## src/rtl/farm_pkg.sv

```systemverilog
// Shared types for the hash-search worker array.
// Assumes: every worker decodes the same register offsets.
package farm_pkg;

    // Which register a write targets inside a worker window.
    typedef enum logic [2:0] {
        ACC_NONE   = 3'd0,
        ACC_BUF    = 3'd1,
        ACC_REF_LO = 3'd2,
        ACC_REF_HI = 3'd3,
        ACC_CTRL   = 3'd4
    } acc_kind_e;

    // Control word bit positions.
    localparam int CTRL_START_BIT = 0;
    localparam int CTRL_CLEAR_BIT = 1;

    // Width of a digest.
    localparam int DIGEST_W = 64;

endpackage

```

## src/rtl/farm_decode.sv

```systemverilog
// Address decoder: splits the host address into broadcast bit, worker
// index and register offset, and produces one select per worker.
// Assumes: address layout {bcast, index, offset}; index values at or
// above NUM_WORKERS select nothing.
module farm_decode
    import farm_pkg::*;
#(
    parameter int NUM_WORKERS = 4,
    parameter int BUF_BYTES   = 16,
    parameter int IDX_W       = 2,
    parameter int OFS_W       = 5,
    localparam int ADDR_W     = 1 + IDX_W + OFS_W
) (
    input  logic                   clk,
    input  logic                   rst_n,
    input  logic                   bus_wr,
    input  logic [ADDR_W-1:0]      bus_addr,
    output logic [NUM_WORKERS-1:0] sel,
    output acc_kind_e              kind,
    output logic [OFS_W-1:0]       ofs,
    output logic                   bcast,
    output logic [IDX_W-1:0]       idx
);

    // Field extraction.
    always_comb begin
        bcast = bus_addr[ADDR_W-1];
        idx   = bus_addr[OFS_W +: IDX_W];
        ofs   = bus_addr[OFS_W-1:0];
    end

    // Classify the offset into a register kind.
    always_comb begin
        if (ofs < OFS_W'(BUF_BYTES))
            kind = ACC_BUF;
        else if (ofs == OFS_W'(BUF_BYTES))
            kind = ACC_REF_LO;
        else if (ofs == OFS_W'(BUF_BYTES + 1))
            kind = ACC_REF_HI;
        else if (ofs == OFS_W'(BUF_BYTES + 2))
            kind = ACC_CTRL;
        else
            kind = ACC_NONE;
    end

    // One select per worker: broadcast hits all, else only the indexed one.
    for (genvar w = 0; w < NUM_WORKERS; w++) begin : g_sel
        assign sel[w] = bus_wr && (kind != ACC_NONE) &&
                        (bcast || (idx == IDX_W'(w)));
    end

    // a write without the broadcast bit reaches at most one worker.
    a_r2_single_target: assert property (@(posedge clk) disable iff (!rst_n)
        (bus_wr && !bus_addr[ADDR_W-1]) |-> $onehot0(sel));

    // a valid broadcast write selects every worker.
    a_r3_bcast_all: assert property (@(posedge clk) disable iff (!rst_n)
        (bus_wr && bus_addr[ADDR_W-1] && kind != ACC_NONE) |-> (&sel));

endmodule

```

## src/rtl/farm_hash_stub.sv

```systemverilog
// Fixed-latency stand-in for the hash engine. Busy for LATENCY edges
// after start; the digest is a rotate-and-xor fold of the input bytes
// and is valid while done is high.
// Assumes: the input bytes are held stable while busy; LATENCY >= 2.
module farm_hash_stub
    import farm_pkg::*;
#(
    parameter int BUF_BYTES = 16,
    parameter int LATENCY   = 128,
    localparam int CNT_W    = $clog2(LATENCY),
    localparam int DATA_W   = BUF_BYTES * 8
) (
    input  logic                clk,
    input  logic                rst_n,
    input  logic                start,
    input  logic [DATA_W-1:0]   data_in,
    output logic                busy,
    output logic                done,
    output logic [DIGEST_W-1:0] digest
);

    logic             busy_q;
    logic [CNT_W-1:0] cnt_q;

    // Latency counter: load on start, count down, release at zero.
    always_ff @(posedge clk) begin
        if (!rst_n) begin
            busy_q <= 1'b0;
            cnt_q  <= '0;
        end else if (!busy_q) begin
            if (start) begin
                busy_q <= 1'b1;
                cnt_q  <= CNT_W'(LATENCY - 1);
            end
        end else if (cnt_q == '0) begin
            busy_q <= 1'b0;
        end else begin
            cnt_q <= cnt_q - 1'b1;
        end
    end

    // Digest fold over the bytes, byte 0 first.
    always_comb begin
        digest = '0;
        for (int i = 0; i < BUF_BYTES; i++) begin
            digest = {digest[DIGEST_W-6:0], digest[DIGEST_W-1:DIGEST_W-5]} ^
                     {{(DIGEST_W-8){1'b0}}, data_in[i*8 +: 8]};
        end
    end

    assign busy = busy_q;
    assign done = busy_q && (cnt_q == '0);

    // an accepted start makes the engine busy on the next edge.
    a_r5_start_busy: assert property (@(posedge clk) disable iff (!rst_n)
        (start && !busy_q) |=> busy_q);

    // busy only drops after the count has run out.
    a_r5_busy_end: assert property (@(posedge clk) disable iff (!rst_n)
        $fell(busy_q) |-> ($past(cnt_q) == '0));

endmodule

```

## src/rtl/farm_worker.sv

```systemverilog
// One search worker: character buffer, reference digest, sticky match
// flag, and a hash engine instance. Buffer, reference and start are
// locked while busy; clear is always accepted, and a match wins over a
// clear on the same edge.
// Assumes: sel is a one-cycle write strobe already decoded for this worker.
module farm_worker
    import farm_pkg::*;
#(
    parameter int BUF_BYTES = 16,
    parameter int LATENCY   = 128,
    parameter int OFS_W     = 5
) (
    input  logic             clk,
    input  logic             rst_n,
    input  logic             sel,
    input  acc_kind_e        kind,
    input  logic [OFS_W-1:0] ofs,
    input  logic [31:0]      wdata,
    output logic             busy,
    output logic             found
);

    logic [BUF_BYTES-1:0][7:0] buf_q;
    logic [DIGEST_W-1:0]       ref_q;
    logic                      found_q;
    logic                      idle_wr;
    logic                      start_req;
    logic                      clear_req;
    logic                      hash_done;
    logic [DIGEST_W-1:0]       hash_val;

    assign idle_wr   = sel && !busy;
    assign start_req = idle_wr && (kind == ACC_CTRL) && wdata[CTRL_START_BIT];
    assign clear_req = sel && (kind == ACC_CTRL) && wdata[CTRL_CLEAR_BIT];

    // Buffer bytes: one register per byte, written only while idle.
    for (genvar b = 0; b < BUF_BYTES; b++) begin : g_byte
        always_ff @(posedge clk) begin
            if (!rst_n)
                buf_q[b] <= '0;
            else if (idle_wr && kind == ACC_BUF && ofs == OFS_W'(b))
                buf_q[b] <= wdata[7:0];
        end
    end

    // Reference digest halves, written only while idle.
    always_ff @(posedge clk) begin
        if (!rst_n)
            ref_q <= '0;
        else if (idle_wr && kind == ACC_REF_LO)
            ref_q[31:0] <= wdata;
        else if (idle_wr && kind == ACC_REF_HI)
            ref_q[63:32] <= wdata;
    end

    // Sticky match flag: set on matching completion, cleared by control.
    always_ff @(posedge clk) begin
        if (!rst_n)
            found_q <= 1'b0;
        else if (hash_done && (hash_val == ref_q))
            found_q <= 1'b1;
        else if (clear_req)
            found_q <= 1'b0;
    end

    farm_hash_stub #(
        .BUF_BYTES(BUF_BYTES),
        .LATENCY  (LATENCY)
    ) i_hash (
        .clk    (clk),
        .rst_n  (rst_n),
        .start  (start_req),
        .data_in(buf_q),
        .busy   (busy),
        .done   (hash_done),
        .digest (hash_val)
    );

    assign found = found_q;

    // a buffer write while busy leaves the buffer untouched.
    a_r8_buf_locked: assert property (@(posedge clk) disable iff (!rst_n)
        (busy && sel && kind == ACC_BUF) |=> $stable(buf_q));

    // a reference write while busy leaves the reference untouched.
    a_r8_ref_locked: assert property (@(posedge clk) disable iff (!rst_n)
        (busy && sel) |=> $stable(ref_q));

    // the flag stays set unless a clear arrives.
    a_r7_found_sticky: assert property (@(posedge clk) disable iff (!rst_n)
        (found_q && !clear_req) |=> found_q);

    // the flag can only rise at a completion edge.
    a_r6_found_origin: assert property (@(posedge clk) disable iff (!rst_n)
        $rose(found_q) |-> $past(hash_done));

endmodule

```

## src/rtl/crack_farm.sv

```systemverilog
// Top of the worker array: decoder, NUM_WORKERS workers, and the
// registered read path returning either the match vector (broadcast
// read) or one worker's {match, busy} status.
// Assumes: NUM_WORKERS <= 32 so the match vector fits the read word.
module crack_farm
    import farm_pkg::*;
#(
    parameter int NUM_WORKERS = 4,
    parameter int BUF_BYTES   = 16,
    parameter int LATENCY     = 128,
    localparam int IDX_W      = (NUM_WORKERS > 1) ? $clog2(NUM_WORKERS) : 1,
    localparam int OFS_W      = $clog2(BUF_BYTES + 3),
    localparam int ADDR_W     = 1 + IDX_W + OFS_W
) (
    input  logic              clk,
    input  logic              rst_n,
    input  logic              bus_wr,
    input  logic [ADDR_W-1:0] bus_addr,
    input  logic [31:0]       bus_wdata,
    input  logic              bus_rd,
    output logic [31:0]       bus_rdata
);

    logic [NUM_WORKERS-1:0] sel;
    logic [NUM_WORKERS-1:0] busy_vec;
    logic [NUM_WORKERS-1:0] found_vec;
    acc_kind_e              kind;
    logic [OFS_W-1:0]       ofs;
    logic                   bcast;
    logic [IDX_W-1:0]       idx;
    logic [31:0]            rd_word;
    logic [31:0]            rdata_q;

    farm_decode #(
        .NUM_WORKERS(NUM_WORKERS),
        .BUF_BYTES  (BUF_BYTES),
        .IDX_W      (IDX_W),
        .OFS_W      (OFS_W)
    ) i_decode (
        .clk     (clk),
        .rst_n   (rst_n),
        .bus_wr  (bus_wr),
        .bus_addr(bus_addr),
        .sel     (sel),
        .kind    (kind),
        .ofs     (ofs),
        .bcast   (bcast),
        .idx     (idx)
    );

    for (genvar w = 0; w < NUM_WORKERS; w++) begin : g_worker
        farm_worker #(
            .BUF_BYTES(BUF_BYTES),
            .LATENCY  (LATENCY),
            .OFS_W    (OFS_W)
        ) i_worker (
            .clk  (clk),
            .rst_n(rst_n),
            .sel  (sel[w]),
            .kind (kind),
            .ofs  (ofs),
            .wdata(bus_wdata),
            .busy (busy_vec[w]),
            .found(found_vec[w])
        );
    end

    // Read word: match vector on broadcast, else one worker's status.
    always_comb begin
        rd_word = '0;
        if (bcast) begin
            rd_word[NUM_WORKERS-1:0] = found_vec;
        end else begin
            for (int w = 0; w < NUM_WORKERS; w++) begin
                if (idx == IDX_W'(w)) begin
                    rd_word[0] = busy_vec[w];
                    rd_word[1] = found_vec[w];
                end
            end
        end
    end

    // Read data register, updated only on a read strobe.
    always_ff @(posedge clk) begin
        if (!rst_n)
            rdata_q <= '0;
        else if (bus_rd)
            rdata_q <= rd_word;
    end

    assign bus_rdata = rdata_q;

    // without a read strobe the read data holds.
    a_r9_read_hold: assert property (@(posedge clk) disable iff (!rst_n)
        !bus_rd |=> $stable(bus_rdata));

    // a status read never sets bits above the two status bits.
    a_r9_status_width: assert property (@(posedge clk) disable iff (!rst_n)
        (bus_rd && !bus_addr[ADDR_W-1]) |=> (bus_rdata[31:2] == '0));

endmodule

```

## config.mk

```make
export PLATFORM = sky130hd
export DESIGN_NAME = crack_farm
export DESIGN_NICKNAME = d
export VERILOG_FILES = /design/src/rtl/farm_pkg.sv /design/src/rtl/farm_decode.sv /design/src/rtl/farm_hash_stub.sv /design/src/rtl/farm_worker.sv /design/src/rtl/crack_farm.sv
export SDC_FILE = /design/constraint.sdc
export NUM_CORES = 2
export LEC_CHECK = 0
export BUFFER_PORTS_ARGS = -buffer_cell sky130_fd_sc_hd__buf_2
export CORE_UTILIZATION = 40
export CTS_CLUSTER_SIZE = 16
export DETAILED_ROUTE_END_ITERATION = 16
export HOLD_SLACK_MARGIN = 0.02
export MAX_ROUTING_LAYER = met4
export SYNTH_ARGS = -nofsm -noshare
export SYNTH_HDL_FRONTEND = slang
export SYNTH_SLANG_ARGS = --single-unit
```

## constraint.sdc

```tcl
create_clock -name clk -period 3.15 [get_ports clk]
set_input_delay 0.1575 -clock clk [delete_from_list [all_inputs] [get_ports clk]]
set_output_delay 0.1575 -clock clk [all_outputs]
set_load 0.02 [all_outputs]
```

==> impl_metrics.yaml <==
outcome:
  status: "complete, no violations"
yosys:
  yosysWarnings: 0
  ys_top_cells_by_area: "dfxtp_1 (46%), xnor2_1 (10%), a21oi_1 (7.9%), nand2_1 (7.9%), mux2i_1 (6.9%)"
  synth_cell_types: 65
  synth_seq_cells: 808
  synth_cells: 4099
  synth.most_common_cell: "dfxtp_1"
  synth_commonest_cells: "dfxtp_1 (808), nand2_1 (736), a21oi_1 (555)"
  synth.avg_cell_area_um2: 8.545
  async_flop_share_pct: 0
  yosysSeqAreaShare_pct: 46.18
  synth_top_area_share_pct: 46.18
  ys.flop_type: "dfxtp_1"
  synth-edff-count: 0
  yosysTopAreaCell: "dfxtp_1"
  synth_area_um2: 35020
sta:
  final.setup.tns_ns: 0
  finalSetupViolCount: 0
  rsz0062_at_grt: "no"
  fin_crit_sh_pct: 75.91
  worstMarginPinSlew_ns: 1.164
  hold_viol_final: 0
  clock-skew-final_ns: 0.02609
  max_freq_ghz: 0.4182
  finalMaxSlewViolations: 0
  setup_slack_ns: 0.7589
  min_period_ns: 2.391
  worst_slew_margin_rel_pct: 22.43
global_routing:
  grt_use_total_pct: 24.75
  antenna_found_initial: 7
  grt_pass1_vias: 26000
  grt_max_degree: 210
  gr-total-overflow: 0
  grt_pass1_wl_mm: 164.7
critical_path:
  cp_slowest_stage_delay_ns: 0.43
  critical_path.max_fanout: 4
  cp-start-kind: "flop"
  crit_chain: "or3_1, nor4_1, buf_4, nand2_1, nor4_1, nand4_1, o31ai_1"
  r2r_cells: 7
  worstPathRequired_ns: 3.67
  slowest_stage: "or3_1"
  cpMostUsedCell: "nor4_1"
  endpoint_kind: "flop"
  arrival_ns: 2.91
  crit_type: "flop to flop"
die:
  die_x_um: 297.9
  dieHeight_um: 297.9
  design.core.area_um2: 86750
  dieArea_um2: 88750
  rows: 108
  ios: 76
  initial_core_util_pct: 40.37
clocking:
  numCtsBuffers: 85
  root_buffer: "clkbuf_16"
  worst_skew_pair.late_latency_ns: 0.65
  clk_pin_slew_ns: 0.07
  clock_path_buffers: 3
  cts_sinks: 808
  cts_tree: "yes"
  htree_levels: 3
hold_path:
  min_path_type: "input port to flop"
  holdPathStages: 3
detailed_routing:
  wl_per_cell_um: 20.69
  wirelength_mm: 108.7
  ant_nets: 0
  via_per_inst: 5.341
  drtIter0Drc: 2721
  dr_total_vias: 28070
  drtPass1Iterations: 5
  drcViolationCount: 0
placed_design:
  io_buffer_count: 47
  dp_hpwl_mm: 64.88
  pre_cts_ws_ns: 0.4499
  gp_congestion: 0.8273
finish:
  fin_util_pct: 45.30
  drive_gt1_share_pct: 8.220
  area_growth_pct: 12.21
  fin_nets: 4090
  fill_cells: 8510
flow_run:
  cap_viol_max_count: 0
power_and_ir_drop:
  ir_drop_mv: 0.4357
  power_leakage_nw: 14.09
  fin_total_pwr_mw: 21.79
  power_density_nw_per_um2: 554.5
==> state kept, by name, indices dropped and copies added (netlist names) <==
signal / flops
bus_rdata: 4
g_worker.i_worker.buf_q: 512
g_worker.i_worker.found: 4
g_worker.i_worker.i_hash.busy: 4
g_worker.i_worker.i_hash.cnt_q: 28
g_worker.i_worker.ref_q: 256
==> routing by layer <==
| layer | wire (µm) | global-route usage, % | up-vias | part of all wire (%) |
|---|---|---|---|---|
| li1 | - | - | 13480 | - |
| met5 | 0 | - | - | 0 |
| met1 | 49430 | 34.47 | 13500 | 45 |
| met3 | 7395 | 2.815 | 157 | 6.8 |
| met2 | 49220 | 37.94 | 940 | 45 |
| met4 | 2697 | 6.593 | 0 | 2.5 |
==> layout by cell type (no fill, tap or decap), types with 44 or more instances in the layout <==
master,n
clkbuf_16,87
nand4_1,44
xor2_1,116
buf_4,90
a21oi_1,555
nor2_1,266
dfxtp_1,808
mux2i_1,241
nand2_1,736
nand3_1,44
o21ai_0,341
xnor2_1,398
==> worst paths after layout <==
path / end / slack, ns / from
setup / recovery: g_worker[1].i_worker.found / 0.76 / g_worker[1].i_worker.i_hash.cnt_q[2]
hold / removal: g_worker[1].i_worker.ref_q[42] / 0.04 / bus_wdata[10]
setup reg to reg: g_worker[1].i_worker.found / 0.76 / g_worker[1].i_worker.i_hash.cnt_q[2]
hold reg to reg: bus_rdata[2] / 0.46 / bus_rdata[2]
==> cell type report <==
cell class                 count  area [µm²]  area share, %
multi-input combinational   2967       17390          44.24
tap                         1155        1445          3.677
antenna                        1       2.502       0.006367
timing repair buffer         165        1361          3.464
clock buffer                 123        2512          6.393
sequential                   808       16180          41.16
inverter                      15       63.81         0.1624
clock inverter                22       355.3         0.9041
==> critical path: cells and delay by family (launching register included) <==
family	cells	cell delay (ns)
DFF	1	0.34
and+or+nand+nor	5	1.36
buffers and inverters	1	0.25
AOI/OAI and AO/OA	1	0.32
==> report_power, final <==
group / total [mW] / switching, mW / leakage (nW) / internal (mW)
clock network: 10.4 / 4.23 / 1.39 / 6.17
logic: 1.11 / 0.882 / 6.19 / 0.228
registers: 10.3 / 0.0244 / 6.51 / 10.3
==> stage by stage <==
step                      hold slack (ns)  std cells  cell area, µm²
after global routing              0.02738       5255           39300
final                             0.04169       5256           39300
after CTS                         0.02512       5255           39300
after floorplan                    0.2531       4126           35130
after global placement             0.4503       5087           36200
after detailed placement           0.4521       5087           36200
==> timing repair <==
item,CTS,global route
setup endpoints to repair,0,0
setup buffers,0,0
endpoints found under the hold margin,137,0
resized for setup,0,0
hold buffers,23,0
==> kinds of logic after synthesis <==
kind of cell | after synthesis | share of synthesized area [%]
compound gates | 946 | 13.90
fa+ha+maj | 4 | 0.1429
xor+xnor | 514 | 12.85
simple gates | 1232 | 15.41
buf+inv | 351 | 4.515
mux | 243 | 6.984
flops | 808 | 46.18
other cells | 1 | 0.01071
Power figures use the tool's default switching activity.
